**src/rtl/periph_access_filter.sv**
```systemverilog
module periph_access_filter #(
  parameter int ID_W         = 8,
  parameter int CID_W        = 3,
  parameter int PERIPH_LIMIT = 128
) (
  input  logic             clk,
  input  logic             rst_n,
  input  logic             req_valid,
  input  logic [ID_W-1:0]  req_id,
  input  logic             req_secure,
  input  logic             req_priv,
  input  logic [CID_W-1:0] req_cid,
  input  logic             rule_secure,
  input  logic             rule_priv,
  input  logic [31:0]      rule_filter,
  input  logic             sem_busy,
  input  logic [CID_W-1:0] sem_owner,
  output logic             rsp_valid,
  output logic             rsp_allow,
  output logic [1:0]       rsp_reason
);
  localparam int NCID = 1 << CID_W;
  localparam int SID_LO = 4;
  localparam int WL_LO = 16;
  localparam logic [ID_W-1:0] LIMIT = ID_W'(PERIPH_LIMIT);

  localparam logic [1:0] RSN_OK   = 2'd0;
  localparam logic [1:0] RSN_SEC  = 2'd1;
  localparam logic [1:0] RSN_PRIV = 2'd2;
  localparam logic [1:0] RSN_CID  = 2'd3;

  logic             is_master;
  logic             filt_en, sem_mode;
  logic [CID_W-1:0] static_cid;
  logic [NCID-1:0]  whitelist;
  logic             cid_ok;
  logic [1:0]       reason_d;

  assign is_master  = req_id >= LIMIT;
  assign filt_en    = rule_filter[0];
  assign sem_mode   = rule_filter[1];
  assign static_cid = rule_filter[SID_LO +: CID_W];
  assign whitelist  = rule_filter[WL_LO +: NCID];

  assign cid_ok = !filt_en ? 1'b1 :
                  sem_mode ? (whitelist[req_cid] && sem_busy && sem_owner == req_cid)
                           : (static_cid == req_cid);

  always_comb begin
    if (is_master)                      reason_d = RSN_OK;
    else if (!req_secure && rule_secure) reason_d = RSN_SEC;
    else if (!req_priv && rule_priv)     reason_d = RSN_PRIV;
    else if (!cid_ok)                    reason_d = RSN_CID;
    else                                 reason_d = RSN_OK;
  end

  always_ff @(posedge clk) begin
    if (!rst_n) begin
      rsp_valid  <= 1'b0;
      rsp_allow  <= 1'b0;
      rsp_reason <= RSN_OK;
    end else begin
      rsp_valid <= req_valid;
      if (req_valid) begin
        rsp_allow  <= reason_d == RSN_OK;
        rsp_reason <= reason_d;
      end
    end
  end


  valid_latency_chk: assert property (@(posedge clk) disable iff (!rst_n)
    $past(rst_n) |-> rsp_valid == $past(req_valid));


  hold_when_idle_chk: assert property (@(posedge clk) disable iff (!rst_n)
    ($past(rst_n) && !$past(req_valid)) |-> ($stable(rsp_allow) && $stable(rsp_reason)));


  allow_matches_reason_chk: assert property (@(posedge clk) disable iff (!rst_n)
    rsp_valid |-> (rsp_allow == (rsp_reason == RSN_OK)));


  secure_first_chk: assert property (@(posedge clk) disable iff (!rst_n)
    ($past(rst_n) && $past(req_valid) && !$past(is_master) && !$past(req_secure) && $past(rule_secure))
      |-> rsp_reason == RSN_SEC);


  master_bypass_chk: assert property (@(posedge clk) disable iff (!rst_n)
    ($past(rst_n) && $past(req_valid) && $past(is_master)) |-> rsp_allow);


  sem_needs_owner_chk: assert property (@(posedge clk) disable iff (!rst_n)
    ($past(rst_n) && $past(req_valid) && !$past(is_master) && $past(filt_en) && $past(sem_mode)
      && !$past(sem_busy)) |-> !rsp_allow);
endmodule

```
**config.mk**
```make
export PLATFORM = sky130hd
export DESIGN_NAME = periph_access_filter
export DESIGN_NICKNAME = d
export VERILOG_FILES = /design/src/rtl/periph_access_filter.sv
export SDC_FILE = /design/constraint.sdc
export NUM_CORES = 1
export LEC_CHECK = 0
export BUFFER_PORTS_ARGS = -buffer_cell sky130_fd_sc_hd__buf_2
export CORE_AREA = 3 3 40 42
export CTS_BUF_LIST = sky130_fd_sc_hd__clkbuf_4
export DETAILED_ROUTE_END_ITERATION = 8
export DIE_AREA = 0 0 43 45
export PLACE_DENSITY = 0.82
export SYNTH_ARGS = -nofsm -noshare
export SYNTH_HDL_FRONTEND = slang
export SYNTH_SLANG_ARGS = --single-unit
export TNS_END_PERCENT = 5
```
**constraint.sdc**
```tcl
create_clock -name clk -period 1.9 [get_ports clk]
set_clock_uncertainty 0.1 [all_clocks]
set_input_delay 0.095 -clock clk [delete_from_list [all_inputs] [get_ports clk]]
set_output_delay 0.095 -clock clk [all_outputs]
set_load 0.03 [all_outputs]
```
# After elaboration in Yosys (flattened, before gate mapping)

Cells that the tools add are included.

Equality and inequality tests: 2
$lt $le $gt $ge: 2
Multiplexer cells: 8
Reduce and logical (&&, ||, !) cells: 7

Operators by type and width:

| kind                                                | number |
|---|---|
| >= comparator 8 bit (second input constant)         | 1 |
| 2-to-1 mux 2 bit                                    | 4 |
| equality test 3 bit                                 | 2 |
| logical AND 1 bit                                   | 4 |
| < comparator 3 x 4 -> 1 bit (second input constant) | 1 |
| binary-select mux 1 bit (select 3 bit)              | 1 |
| 2-to-1 mux 1 bit                                    | 3 |
| logical NOT 1 bit                                   | 2 |
| logical NOT 2 bit                                   | 1 |

Register bits: 4
Output and inout port bits: 4
Word-level logic and storage cells: 22
Bits of input ports: 54

# Longest topological paths before layout

Depth in word-level cells: 11
Gate-level depth with buffers: 5
Depth with buffers taken out: 4

# Least setup slack after synthesis

No wires, ideal clock.

Kind: register to register
Start point: register rsp_allow (netlist name)
End point: register rsp_allow
Data arrival time: 1.028 ns
Path buffers: 0
Data required time: 1.686 ns
Library setup time: 0.114 ns
Stages on the path, launching flop included: 4
Path slack: 0.658 ns
Clock period less this slack: 1.242 ns
Cells stage by stage: dfxtp_1 > mux2_2 > a22o_1 > a21o_1

RTL lines:

| element              | RTL line | RTL |
|---|---|---|
| to (signal assigned) | 60       | `rsp_allow <= 1'b0;` |
| to (signal assigned) | 65       | `rsp_allow <= reason_d == RSN_OK;` |
| to (decl)            | 19       | `output logic rsp_allow,` |

# Worst setup path in the final report

Start point: input req_cid[0]
End point: register rsp_allow

Longest elaborated chain between the ends: 11
Elaborated cells on any way between the ends: 13
Classes of those cells: 2 x eq/ne; 8 x mux; 3 x reduce/logical

Ends and longest elaborated chain:

| element                                | RTL line | RTL |
|---|---|---|
| from (decl)                            | 12       | `input logic [CID_W-1:0] req_cid,` |
| binary-select mux 1 bit (select 3 bit) | 46       | `sem_mode ? (whitelist[req_cid] && sem_busy && sem_owner == req_cid)` |
| 2-to-1 mux 1 bit (not written as such) | 46       |  |
| logical AND 1 bit (2 in a row)         | 46       |  |
| 2-to-1 mux 1 bit (*)                   | 46       |  |
| 2-to-1 mux 1 bit (*)                   | 45       | `assign cid_ok = !filt_en ? 1'b1 :` |
| 2-to-1 mux 2 bit (*)                   | 53       | `else if (!cid_ok) reason_d = RSN_CID;` |
| 2-to-1 mux 2 bit (*)                   | 52       | `else if (!req_priv && rule_priv) reason_d = RSN_PRIV;` |
| 2-to-1 mux 2 bit (*)                   | 51       | `else if (!req_secure && rule_secure) reason_d = RSN_SEC;` |
| 2-to-1 mux 2 bit (*)                   | 50       | `if (is_master) reason_d = RSN_OK;` |
| logical NOT 2 bit (*)                  | 65       |  |

Mark *: on every way between the ends. The rest lies on a longest branch, timed or not. The select of a mux whose other input is x is not followed.
A chain may end at the register's enable or synchronous reset.

==> impl_results.md <==
- Status: finished clean
- Via density: 4.854
- Worst Setup Start Kind: primary input
- Share of layout cells above drive strength 1: 51.35%
- Antenna Cells: 0
- Cells after DPL: 86
- Sw Share: 28.12%
- Cts repair resizes: 0
- Internal: 208.5 µW
- Pin count of the biggest net entering global routing: 7
- GRT Util Overall: 10.90%
- Crit-path leading delay family: compound AO/OA/AOI/OAI gates
- RePlAce Congestion: 0.8551
- Fin util: 42.16%
- Clk Latency, worst-skew pair: 0.23 ns
- Cell with the largest stage delay on the worst path: mux2_1
- Chip height: 45 µm
- Slew @ Worst Pin: 0.4665 ns
- Max Root-Sink Buffers: 2
- CTS tree: done
- CTS Sinks: 4
- Number of global-route vias before repair: 411
- Post-synth top area share: 22.46%
- Worst flop-to-flop path startpoint: rsp_allow
- Initial detailed-routing violation count: 8
- CP max stage delay: 0.36 ns
- Beginning of the critical path: req_cid[0]
- Switching power: 81.55 µW
- EDFF count, synth: 0
- Setup Viol. Count Final: 0
- Fin crit period: 1.158 ns
- Post-Layout Cell Count: 89
- Dominant cell type by area after synthesis: dfxtp_1
- Reg2reg path depth: 3
- Max VDD drop: 0.2144 mV
- Multi-input logic area: 257.7 µm²
- Post-route cell area: 541.8 µm²
- CP arrival: 1.18 ns
- Antenna violations before repair: 0
- DRC Markers: 0
- HP Start: rst_n
- Initial Util: 27.75%
- DPL Wire Length: 801 µm
- # nets final: 130
- Lkg Pwr: 0.2796 nW
- Boundary Pins: 58
- Min-delay worst type: primary input to flop
- Avg Cell Area, Syn: 8.697 µm²
- Root Buffer: clkbuf_4
- Comb power frac: 32.1%
- Register area share after synthesis: 22.46%
- P&R area growth vs syn: 51.93%
- Max cap viols: 0
- Stages on worst setup path: 5
- RSZ-0062 raised after global routing: false
- Clock share of power: 36.1%
- Final WL: 914 µm
- Post-CTS setup buffer count: 0
- Hold-critical path depth: 3
- Primary FF master, synth: dfxtp_1
- Htree depth: 1
- Endpoint type of the worst setup path: flop
- First-pass GRT wire length: 1.552 mm
- Die ar.: 1935 µm²
- WP buf/inv: 1
- Area occupied by registers: 80.08 µm²
- Seq cells post-synth: 4
- Most frequent cells after synthesis: dfxtp_1, nor2b_1, nor3_1, xor2_1
- Placed Area: 519.2 µm²
- Max Slew Vio Count: 0
- Ys async rst share: 0%
- Core ar.: 1285 µm²
- Num CTS Buffers: 3
- Mapped Cells: 41
- First drt pass iteration count: 4
- Tcrit/Tclk final: 60.92%
- CP required: 1.92 ns
- CP Cell Sequence: buf_2 > mux2_1 > a221oi_2 > nor3_1 > a21o_1
- Pwr/cell area: 535.3 nW/µm²
- Hold-fix buffers at CTS: 0
- WL per Instance: 10.27 µm
- Library cells used by synthesis: 24
- PortBufs: 31
- Largest cells by area after synthesis: dfxtp_1, xor2_1, nor2b_1
- Chip Width: 43 µm
- Reg power frac: 31.8%
- Num rows: 13
- Slew margin rel.: 68.50%
- Grt total ovfl: 0
- Final Hold Fails: 0
- Filler instances: 131
- Total number of vias: 432
- Mapped Area: 356.6 µm²
- TNS Setup: 0 ns
- Peak Freq: 0.8639 GHz
- Yosys warns: 0
- CP max FO: 6
- Clock slew at reported path FFs: 0.04 ns
- Syn Nets: 95
- Type of the worst setup path: primary input to flop
- Final ANT Viol Nets: 0
==> metal layers <==
metal	track usage, %	up-vias	wire length (µm)
met2	18.56	31	443
met3	1.992	2	113
met5	0	-	0
met1	11.06	180	345
li1	-	219	-
met4	10.84	0	12
==> sequential cells by signal (all words and copies together) (netlist names) <==
signal and count:
rsp_reason 2, rsp_allow 1, rsp_valid 1
==> cell usage in the layout (no fill, tap or decap), drive strengths merged, types with 2 or more instances in the layout <==
cell / count
xnor2: 2
xor2: 3
mux2i: 2
buf: 31
dfxtp: 4
nand2b: 2
mux2: 3
o21ai: 3
clkbuf: 3
nor2b: 4
nor3: 3
nand2: 2
inv: 2
==> worst min-delay path: cells and delay by family <==
kind | cells | cell delay (ns)
buffers and inverters | 1 | 0.11
AOI/OAI and AO/OA | 2 | 0.15
==> metrics by stage <==
step,power (mW),hold WS (ns),worst slack [ns]
after floorplan,0.1463,0.1340,0.6583
after global placement,0.1849,0.2868,0.5222
after detailed placement,0.1877,0.2963,0.5048
after CTS,0.2985,0.04812,0.7418
after global routing,0.3129,0.06995,0.6651
final,0.2900,0.05780,0.7424
==> layout make-up <==
cell class                 instances  share of cell area, %
inverter                           2                  1.386
multi-input combinational         34                  47.57
clock buffer                       3                  4.157
timing repair buffer              31                  28.64
tap                               15                  3.464
sequential                         4                  14.78
==> path summary, 6_finish.rpt <==
path / to / slack (ns)
worst max-delay path: rsp_allow / 0.74
worst min-delay path: rsp_reason[0] / 0.06
worst max register to register: rsp_allow / 0.77
worst min register to register: rsp_reason[1] / 0.45
==> logic make-up (layout without fill, tap and decap cells) <==
kind of cell    Yosys count  after routing  share of synthesized area [%]
buf+inv                   3             36                          5.264
simple gates             15             15                          23.86
mux                       5              5                          15.09
flops                     4              4                          22.46
compound gates            9              9                          21.05
xor+xnor                  5              5                          12.28
==> power groups by stage <==
stage               Clock, mW  Combinational [mW]  Sequential [mW]
finish                  0.105              0.0932           0.0922
CTS                     0.112              0.0947           0.0922
global route            0.118               0.103           0.0926
global placement            0              0.0916           0.0933
detailed placement          0              0.0942           0.0935
floorplan                   0              0.0417            0.105
Note: power is estimated with default switching activity, not from simulation.
